--- config.mk ---
export PLATFORM = sky130hd
export DESIGN_NAME = tsense_reader
export DESIGN_NICKNAME = d
export VERILOG_FILES = /design/src/rtl/tsr_pkg.sv /design/src/rtl/tsr_sclk_gen.sv /design/src/rtl/tsr_capture.sv /design/src/rtl/tsr_frame_check.sv /design/src/rtl/tsense_reader.sv
export SDC_FILE = /design/constraint.sdc
export NUM_CORES = 1
export LEC_CHECK = 0
export BUFFER_PORTS_ARGS = -buffer_cell sky130_fd_sc_hd__buf_4
export CAP_MARGIN = 10
export CORE_MARGIN = 2
export CORE_UTILIZATION = 37
export CTS_CLUSTER_SIZE = 12
export DETAILED_ROUTE_END_ITERATION = 7
export GPL_TIMING_DRIVEN = 0
export HOLD_SLACK_MARGIN = 0.02
export PLACE_DENSITY = 0.62
export SLEW_MARGIN = 15
export SYNTH_ARGS = -nofsm -noshare
export SYNTH_HDL_FRONTEND = slang
export SYNTH_HIERARCHICAL = 1
export SYNTH_SLANG_ARGS = --single-unit
--- constraint.sdc ---
create_clock -name clk -period 2.28 [get_ports clk]
set_input_delay 0.456 -clock clk [delete_from_list [all_inputs] [get_ports clk]]
set_output_delay 0.456 -clock clk [all_outputs]
set_load 0.02 [all_outputs]
--- src/rtl/tsr_pkg.sv ---
// Shared types for the serial temperature sensor reader.
// Assumes nothing beyond a single clock domain.
package tsr_pkg;
    typedef enum logic [1:0] {
        ST_IDLE   = 2'd0,
        ST_SHIFT  = 2'd1,
        ST_FINISH = 2'd2
    } tsr_state_e;
endpackage

--- src/rtl/tsr_sclk_gen.sv ---
// Serial clock generator: while run is high, toggles sclk every HALF_DIV
// system cycles, starting low. It flags the cycle in which a falling edge is
// produced. Assumes run stays low between transactions so that each frame
// starts from a cleared divider.
module tsr_sclk_gen #(
    parameter int HALF_DIV = 5
) (
    input  logic clk,
    input  logic rst_n,
    input  logic run,
    output logic sclk,
    output logic fall_tick
);
    localparam int CW = $clog2(HALF_DIV + 1);

    logic [CW-1:0] div_cnt;
    logic          half_done;

    assign half_done = (div_cnt == CW'(HALF_DIV - 1));
    assign fall_tick = run && half_done && sclk;

    // Divider counter and serial clock level.
    always_ff @(posedge clk) begin
        if (!rst_n || !run) begin
            div_cnt <= '0;
            sclk    <= 1'b0;
        end else if (half_done) begin
            div_cnt <= '0;
            sclk    <= ~sclk;
        end else begin
            div_cnt <= div_cnt + 1'b1;
        end
    end
endmodule

--- src/rtl/tsr_capture.sv ---
// Frame capture register: shifts the sensor bit in at the LSB whenever
// shift_en is high, so the first received bit ends up in the MSB.
// Assumes shift_en is asserted exactly once per falling serial edge.
module tsr_capture #(
    parameter int FRAME_W = 16
) (
    input  logic               clk,
    input  logic               rst_n,
    input  logic               clear,
    input  logic               shift_en,
    input  logic               din,
    output logic [FRAME_W-1:0] frame
);
    // Shift register for the received bits.
    always_ff @(posedge clk) begin
        if (!rst_n || clear) begin
            frame <= '0;
        end else if (shift_en) begin
            frame <= {frame[FRAME_W-2:0], din};
        end
    end
endmodule

--- src/rtl/tsr_frame_check.sv ---
// Frame decoder: extracts the temperature code and flags a framing error
// when the leading bit is set or a trailing copy differs from the last code
// bit. It is purely combinational and assumes the frame has been fully
// captured.
module tsr_frame_check #(
    parameter int CODE_W = 10,
    parameter int TAIL_W = 5
) (
    input  logic [CODE_W+TAIL_W:0] frame,
    output logic [CODE_W-1:0]      code,
    output logic                   bad
);
    localparam int FRAME_W = CODE_W + TAIL_W + 1;

    logic lead_bit;
    logic last_bit;
    logic tail_bad;

    // Field extraction and consistency test.
    always_comb begin
        lead_bit = frame[FRAME_W-1];
        code     = frame[FRAME_W-2 -: CODE_W];
        last_bit = frame[TAIL_W];
        tail_bad = (frame[TAIL_W-1:0] != {TAIL_W{last_bit}});
        bad      = lead_bit | tail_bad;
    end
endmodule

--- src/rtl/tsense_reader.sv ---
// Top level of the serial temperature sensor reader. On start it raises
// chip enable, runs 16 serial clocks, captures the frame, and then, after
// chip enable has dropped, publishes the code, the error flag and a done
// pulse. Assumes SYS_CLK_HZ is the real system clock rate.
module tsense_reader #(
    parameter int SYS_CLK_HZ  = 100_000_000,
    parameter int SCLK_MAX_HZ = 10_000_000,
    parameter int CODE_W      = 10,
    parameter int TAIL_W      = 5
) (
    input  logic              clk,
    input  logic              rst_n,
    input  logic              start_req,
    input  logic              sense_in,
    output logic              sclk_o,
    output logic              cs_o,
    output logic              mosi_o,
    output logic              busy_o,
    output logic              done_o,
    output logic [CODE_W-1:0] temp_o,
    output logic              frame_err_o
);
    import tsr_pkg::*;

    localparam int HALF_DIV = (SYS_CLK_HZ + 2*SCLK_MAX_HZ - 1) / (2*SCLK_MAX_HZ);
    localparam int FRAME_W  = CODE_W + TAIL_W + 1;
    localparam int BCW      = $clog2(FRAME_W);

    tsr_state_e          state;
    logic [BCW-1:0]      bit_cnt;
    logic                run;
    logic                fall_tick;
    logic                accept;
    logic [FRAME_W-1:0]  frame;
    logic [CODE_W-1:0]   code;
    logic                bad;

    assign run    = (state == ST_SHIFT);
    assign accept = (state == ST_IDLE) && start_req;
    assign cs_o   = run;
    assign busy_o = (state != ST_IDLE);
    assign mosi_o = 1'b0;

    tsr_sclk_gen #(.HALF_DIV(HALF_DIV)) u_sclk (
        .clk       (clk),
        .rst_n     (rst_n),
        .run       (run),
        .sclk      (sclk_o),
        .fall_tick (fall_tick)
    );

    tsr_capture #(.FRAME_W(FRAME_W)) u_cap (
        .clk      (clk),
        .rst_n    (rst_n),
        .clear    (accept),
        .shift_en (fall_tick),
        .din      (sense_in),
        .frame    (frame)
    );

    tsr_frame_check #(.CODE_W(CODE_W), .TAIL_W(TAIL_W)) u_chkf (
        .frame (frame),
        .code  (code),
        .bad   (bad)
    );

    // Transaction sequencer and result registers.
    always_ff @(posedge clk) begin
        if (!rst_n) begin
            state       <= ST_IDLE;
            bit_cnt     <= '0;
            done_o      <= 1'b0;
            temp_o      <= '0;
            frame_err_o <= 1'b0;
        end else begin
            done_o <= 1'b0;
            case (state)
                ST_IDLE: begin
                    if (start_req) begin
                        state   <= ST_SHIFT;
                        bit_cnt <= '0;
                    end
                end
                ST_SHIFT: begin
                    if (fall_tick) begin
                        bit_cnt <= bit_cnt + 1'b1;
                        if (bit_cnt == BCW'(FRAME_W - 1)) begin
                            state <= ST_FINISH;
                        end
                    end
                end
                ST_FINISH: begin
                    temp_o      <= code;
                    frame_err_o <= bad;
                    done_o      <= 1'b1;
                    state       <= ST_IDLE;
                end
                default: state <= ST_IDLE;
            endcase
        end
    end
endmodule

==> summary.md, run 1 <==
| Metric | Value |
|---|---|
| Maximum clock insertion buffer count | `2` |
| Max-cap violations | `0` |
| Post-CTS Setup Repair Bufs | `0` |
| Worst skew pair latency | `approximately 280 ps` |
| Status | `finished, final reports clean` |
| Synthesized area per cell | `9.15 µm²` |
| Multi-input logic area | `703 µm²` |
| Global-route wire length before repair | `between 4 and 5 mm` |
| Yosys cell types | `34` |
| Die H | `70.3 µm` |
| Largest net degree at the start of global routing | `12` |
| # IOs | `20` |
| Initial DRC count | `a little under 60` |
| PwrDens | `between 600 and 700 nW/µm²` |
| Crit Path Max Fanout | `8` |
| Share of layout cells above drive strength 1 | `0.230` |
| Reg2reg start | `state[1]$_SDFFE_PN0P_` |
| Final Net Count | `210` |
| Worst vdd ir | `179 µV` |
| Row count | `24` |
| Final Hold Viols | `0` |
| Static leakage | `about 0.73 nW` |
| Post-DP HPWL | `~1.9 mm` |
| WL per Instance | `between 10 and 15 µm` |
| Initial Utilization | `0.379` |
| FF-to-FF End | `bit_cnt[3]$_SDFFE_PN0P_` |
| Total track usage | `0.123` |
| Post-Route Setup TNS | `0 ps` |
| Storage element area | `approximately 760 µm²` |
| Die ar. | `slightly below 5000 µm²` |
| Post-synthesis cell area | `roughly 1600 µm²` |
| Post-Route WL | `about 2.7 mm` |
| CTS tree | `done` |
| Initial antenna violation count | `0` |
| Final setup vio count | `0` |
| Critical Path RT | `2490 ps` |
| Setup crit end | `bit_cnt[3]$_SDFFE_PN0P_` |
| RSZ-0062 raised after global routing | `false` |
| Die width | `about 70 µm` |
| CTS resizes | `0` |
| DRT Pass-1 Iters | `4` |
| CTS H-tree lvls | `2` |
| PortBufs | `18` |
| Worst-path clk slew | `70 ps` |
| Area Growth Syn to Fin | `17.9%` |
| #FFs+latches synth | `38` |
| Period minus WS final | `around 1800 ps` |
| CP endpoint kind | `register` |
| Reg2reg setup slack | `about 430 ps` |
| Cts hold-fix bufs | `0` |
| Critical path arrival | `roughly 2100 ps` |
| Fin Hold WS | `~410 ps` |
| GR Overflow Total | `0` |
| Clock skew | `between 2 and 2.5 ps` |
| Total core area | `approximately 4300 µm²` |
| DRC violations left | `0` |
| Path type of the worst min-delay path | `input port to register` |
| Clock root cell | `clkbuf_8` |
| Critical path class | `register to register` |
| Placer Congestion | `around 0.71` |
| Max-slew violation count | `0` |
| Period utilization | `0.811` |
| Post-Syn Instances | `178` |
| Synth Net Count | `around 190` |
| Vias in the first global route | `approximately 1100` |
| Vias per cell | `4.58` |
| Startpoint types | `register` |
| Layout fillers | `approximately 420` |
| Worst r2r path cells | `5` |
| Synthesis Warnings | `6` |
| Origin of the worst setup path | `state[1]$_SDFFE_PN0P_` |
| DR vias | `approximately 1200` |
| TritonCTS buffer count | `5` |
| Antenna-violating nets left | `0` |
| Ant diodes | `0` |
| Post-synthesis sequential area ratio | `0.467` |
| Sink Count | `38` |
| Fmax | `roughly 540 MHz` |
| Total power draw | `1.18 mW` |
cell usage in the layout (no fill, tap or decap):
master      n
a31oi_1     2
nand3b_1    3
o21ai_0     2
buf_6       2
nor2_1     19
a21bo_2     1
a21oi_2     1
a2bb2oi_1   1
clkinv_2    1
or2_2       1
and4_1      2
and3_1      1
nand4_1     2
buf_2       3
nor4_2      1
dfxtp_1    38
clkbuf_2    1
a211oi_1    2
and2b_1     1
mux2i_1    17
a21oi_1    14
o21bai_1    1
nand2_1    28
nand2b_1    3
nor2b_1     3
inv_1       4
conb_1      1
buf_4      29
or3b_1      2
ha_1        3
nor3b_1     1
clkbuf_8    6
nand3_1     4
nor3_1      1
clkbuf_1    2
buf_12      1
synthesized netlist by cell type:
cell,number,area [µm²]
a211oi_1,2,15.0
a21bo_2,1,10.0
a21oi_1,14,70.1
a21oi_2,1,8.76
a2bb2oi_1,1,8.76
a31oi_1,2,12.5
and2b_1,1,7.51
and3_1,1,6.26
and4_1,2,17.5
buf_12,1,20.0
buf_2,3,15.0
buf_4,11,82.6
buf_6,2,22.5
clkbuf_1,1,3.75
clkbuf_2,1,5.00
conb_1,1,3.75
dfxtp_1,38,761
ha_1,3,37.5
inv_1,4,15.0
mux2i_1,17,170
nand2_1,28,105
nand2b_1,3,18.8
nand3_1,4,20.0
nand3b_1,3,22.5
nand4_1,2,12.5
nor2_1,19,71.3
nor2b_1,3,18.8
nor3_1,1,5.00
nor3b_1,1,7.51
nor4_2,1,12.5
o21ai_0,2,10.0
o21bai_1,1,7.51
or2_2,1,6.26
or3b_1,2,17.5
metal layers:
| layer | wire, µm | GRT usage | vias to the layer above |
|---|---|---|---|
| met5 | 0 | 0 | - |
| met4 | 22 | 0.0662 | 0 |
| met3 | 96 | 0.0404 | 2 |
| met2 | 1140 | 0.190 | 18 |
| met1 | 1420 | 0.151 | 514 |
| li1 | - | - | 638 |
metrics by stage:
stage / utilization / setup slack, ps / cells / cell area [µm²]
after floorplan: - / 430 / 178 / 1630
after global placement: 0.426 / 443 / 248 / 1830
after detailed placement: 0.426 / 425 / 248 / 1830
after CTS: 0.447 / 425 / 256 / 1920
after global routing: 0.447 / 261 / 256 / 1920
final: 0.447 / 430 / 256 / 1920
state kept, by name (all words and copies together), names as in the netlist:
name	count
u_cap/frame	16
done_o	1
frame_err_o	1
state	2
u_sclk/div_cnt	3
u_sclk/sclk	1
temp_o	10
bit_cnt	4
worst max-delay path: stages, from the launching register on:
cell and delay (ps):
dfxtp_1 370, nor2b_1 330, and4_1 400, nand4_1 150
or3b_1 380, a31oi_1 150
area by class of cell:
cell class / count / area share
timing repair buffer: 18 / 0.0704
sequential: 38 / 0.396
tap: 52 / 0.0339
clock buffer: 7 / 0.0450
inverter: 4 / 0.00782
multi-input combinational: 117 / 0.366
clock inverter: 1 / 0.00261
buffer: 19 / 0.0776
how the worst min path moves through the flow:
stage | from | endpoint | slack [ps] | cells after the start
CTS | sense_in | u_cap/frame[0]$_SDFFE_PP0P_ | 400 | 3
floorplan | u_sclk/div_cnt[0]$_SDFF_PP0_ | u_sclk/div_cnt[0]$_SDFF_PP0_ | 420 | 1
global route | sense_in | u_cap/frame[0]$_SDFFE_PP0P_ | 430 | 3
detailed placement | u_sclk/div_cnt[0]$_SDFF_PP0_ | u_sclk/div_cnt[0]$_SDFF_PP0_ | 440 | 1
finish | sense_in | u_cap/frame[0]$_SDFFE_PP0P_ | 410 | 3
global placement | u_sclk/div_cnt[0]$_SDFF_PP0_ | u_sclk/div_cnt[0]$_SDFF_PP0_ | 440 | 1
cells by family after synthesis:
family                   after synthesis  synth area share
AND/OR/NAND/NOR                       72             0.214
flip-flops                            38             0.467
AO/OA/AOI/OAI                         24            0.0876
buffers and inverters                 23             0.101
multiplexers                          17             0.105
adder cells (fa/ha/maj)                3            0.0231
other                                  1           0.00230
where the power goes:
| group | internal, mW | total, mW | leakage, nW | switching (mW) |
|---|---|---|---|---|
| combinational | 0.0181 | 0.0489 | 0.380 | 0.0308 |
| clock | 0.244 | 0.462 | 0.0482 | 0.218 |
| sequential | 0.666 | 0.667 | 0.306 | 0.00135 |
Note: power is estimated with default switching activity, not from simulation.
==> inputs of run 2 (changes only) <==
--- a/config.mk
+++ b/config.mk
@@ -13,7 +13,7 @@
 export DETAILED_ROUTE_END_ITERATION = 7
 export GPL_TIMING_DRIVEN = 0
 export HOLD_SLACK_MARGIN = 0.02
-export PLACE_DENSITY = 0.62
+export PLACE_DENSITY = 0.64
 export SLEW_MARGIN = 15
 export SYNTH_ARGS = -nofsm -noshare
 export SYNTH_HDL_FRONTEND = slang
==> constraint.sdc (replaced) <==
create_clock -name clk -period 1.5 [get_ports clk]
set_input_delay 0.3 -clock clk [delete_from_list [all_inputs] [get_ports clk]]
set_output_delay 0.3 -clock clk [all_outputs]
set_load 0.02 [all_outputs]
==> run 2 against run 1 <==
  * Critical path depth is 1 higher
  * Die area stayed put
  * Cell count grew 1.6%
  * Total power grew 49%
  * Core utilization increased by 1.6 points
  * Critical path type unchanged
==> summary.md, run 2 (synthesis gave the netlist of run 1 again) <==
| Metric | Value |
|---|---|
| Post-Route WL | `2.97 mm (+10%)` |
| Hold Crit Start | `sense_in` |
| GR Overflow Total | `0 (unchanged)` |
| Vias in the first global route | `1133 (-1.3%)` |
| Cts hold-fix bufs | `0 (unchanged)` |
| Storage element area | `768 µm² (+0.99%)` |
| Total core area | `4290 µm² (unchanged)` |
| Die ar. | `4950 µm² (unchanged)` |
| Design area | `1990 µm² (+3.7%)` |
| Dpl cell area | `1840 µm² (+0.89%)` |
| Placer Congestion | `0.724 (+1.4%)` |
| Period utilization | `0.954 (+0.143)` |
| Worst path cell trace | `inv_2 > ha_4 > and4_4 > nand4_1 > or3b_1 > a31oi_1` |
| Sink Count | `38 (unchanged)` |
| Max-cap violations | `0 (unchanged)` |
| End point of the worst hold path | `u_cap/frame[0]$_SDFFE_PP0P_` |
| Total power draw | `1.76 mW (+49%)` |
| DRT Pass-1 Iters | `4 (unchanged)` |
| Most frequent cells in the layout | `34 x dfxtp_1, 33 x buf_4, 28 x nand2_1` |
| Die width | `70.3 µm (unchanged)` |
| Max reg flops | `16 (unchanged)` |
| Reg2reg setup slack | `70 ps (-360 ps)` |
| Most common cell after layout, fill and taps aside | `dfxtp_1` |
| Critical Path RT | `1720 ps (-770 ps)` |
| PwrDens | `884 nW/µm² (+44%)` |
| Path type of the worst min-delay path | `input port to register` |
| Final worst setup slack | `68.8 ps (-361 ps)` |
| Static leakage | `0.767 nW (+4.4%)` |
| CTS H-tree lvls | `2 (unchanged)` |
| Clock skew | `2.95 ps (+0.519 ps)` |
| Pre-CTS WS | `-66.9 ps (-491 ps)` |
| Period minus WS final | `1430 ps (-419 ps)` |
| Largest net degree at the start of global routing | `12 (unchanged)` |
| Final Net Count | `215 (+2.4%)` |
| FF-to-FF End | `bit_cnt[3]$_SDFFE_PN0P_` |
| Reg2reg start | `u_sclk/div_cnt[1]$_SDFF_PP0_` |
| Initial Utilization | `0.379 (unchanged)` |
| Clock root cell | `clkbuf_8` |
| Worst vdd ir | `348 µV (+94%)` |
| Cell family with most CP delay | `simple AND/OR/NAND/NOR gates` |
| Startpoint types | `register` |
| Final Hold Viols | `0 (unchanged)` |
| Total track usage | `0.129 (+0.00582)` |
| TritonCTS buffer count | `5 (unchanged)` |
| Max-slew violation count | `0 (unchanged)` |
| Worst-path clk slew | `70 ps (about the same)` |
| Post-Route Setup TNS | `0 ps (unchanged)` |
| Area Growth Syn to Fin | `22.2%` |
| Critical path class | `register to register` |
| RSZ-0062 raised after global routing | `false` |
| Multi-input logic area | `728 µm² (+3.6%)` |
| DRC violations left | `0 (unchanged)` |
| Global-route wire length before repair | `5.00 mm (+2.4%)` |
| WL per Instance | `11.4 µm (+8.8%)` |
| Share of layout cells above drive strength 1 | `0.293 (+0.0629)` |
| Vias per cell | `4.73 (+3.4%)` |
| Status | `finished, final reports clean` |
| Final setup vio count | `0 (unchanged)` |
| Layout fillers | `439 (+3.5%)` |
| Top reg by flops | `u_cap/frame` |
| Worst skew pair latency | `290 ps (about the same)` |
| Row count | `24 (unchanged)` |
| Initial antenna violation count | `0 (unchanged)` |
| Hold path depth | `3 (unchanged)` |
| Ant diodes | `0 (unchanged)` |
| Critical path arrival | `1650 ps (-410 ps)` |
| Initial DRC count | `74 (+25%)` |
| Post-DP HPWL | `1.96 mm (+3.6%)` |
| # IOs | `20 (unchanged)` |
| DR vias | `1231 (+5.0%)` |
| Maximum clock insertion buffer count | `2 (unchanged)` |
| Worst path max stage delay | `370 ps (-30 ps)` |
| Fmax | `699 MHz (+29%)` |
| CP endpoint kind | `register` |
| Die H | `70.3 µm (unchanged)` |
| Antenna-violating nets left | `0 (unchanged)` |
| Sum of buffers and inverters on the critical path | `1 (+1)` |
| Crit Path Max Fanout | `4 (-4)` |
| Largest regs | `u_cap/frame x16, temp_o x10, bit_cnt x4` |
| Critical path's slowest cell | `or3b_1` |
| Worst r2r path cells | `6 (+1)` |
| CTS tree | `done` |
| Final Util | `0.463 (+0.0163)` |
| PortBufs | `18 (unchanged)` |
[run 2: changes by cell type in the layout (fill, tap and decap cells not counted), sizes merged]
cell / previous run / this run
buf: 35 / 40
clkbuf: 9 / 7
clkinv: 1 / 2
[run 2: layer usage]
metal / up-vias / share of wire / wire [µm] / GRT usage
met2: 22 / 0.44 / 1300 / 0.183
met5: - / 0 / 0 / 0
met1: 558 / 0.50 / 1470 / 0.166
li1: 644 / - / - / -
met3: 7 / 0.036 / 106 / 0.0332
met4: 0 / 0.028 / 82 / 0.0962
[run 2: power breakdown]
group / internal [mW] / switching (mW) / total (mW) / leakage, nW
clock network: 0.311 / 0.343 / 0.654 / 0.0438
registers: 1.01 / 0.00305 / 1.01 / 0.308
logic: 0.0404 / 0.0501 / 0.0905 / 0.415
total: 1.36 / 0.396 / 1.76 / 0.767
[run 2: tightest hold or removal path: cells and delay by family]
kind	cells	cell delay, ps
buf+inv	1	80
mux	1	50
simple gates	1	70
[run 2: final cells by class]
class / instances / share of cell area
Inverter: 4 / 0.00755
Sequential cell: 38 / 0.386
Buffer: 19 / 0.0792
Timing Repair Buffer: 23 / 0.0887
Clock inverter: 2 / 0.00503
Tap cell: 52 / 0.0327
Multi-Input combinational cell: 117 / 0.366
Clock buffer: 5 / 0.0346
[run 2: how the worst max path moves through the flow]
stage,slack [ps],from,end,cells past startpoint
final,70,u_sclk/div_cnt[1]$_SDFF_PP0_,bit_cnt[3]$_SDFFE_PN0P_,6
after global routing,5,u_sclk/div_cnt[1]$_SDFF_PP0_,u_cap/frame[2]$_SDFFE_PP0P_,7
after CTS,20,state[0]$_SDFFE_PN0P_,busy_o,3
after detailed placement,-70,u_sclk/div_cnt[0]$_SDFF_PP0_,bit_cnt[3]$_SDFFE_PN0P_,6
after global placement,-60,u_sclk/div_cnt[0]$_SDFF_PP0_,bit_cnt[3]$_SDFFE_PN0P_,6
after floorplan,20,state[1]$_SDFFE_PN0P_,bit_cnt[3]$_SDFFE_PN0P_,5
[run 2: what timing repair did]
item | CTS | global route
setup endpoints to repair | 12 | 13
setup buffers | 5 | 0
resized for setup | 5 | 7
pin swaps | 2 | 2
[run 2: stage by stage]
stage               hold slack, ps  std cells
floorplan                      422        178
global placement               442        248
detailed placement             438        248
CTS                            240        260
global route                   269        260
finish                         247        260
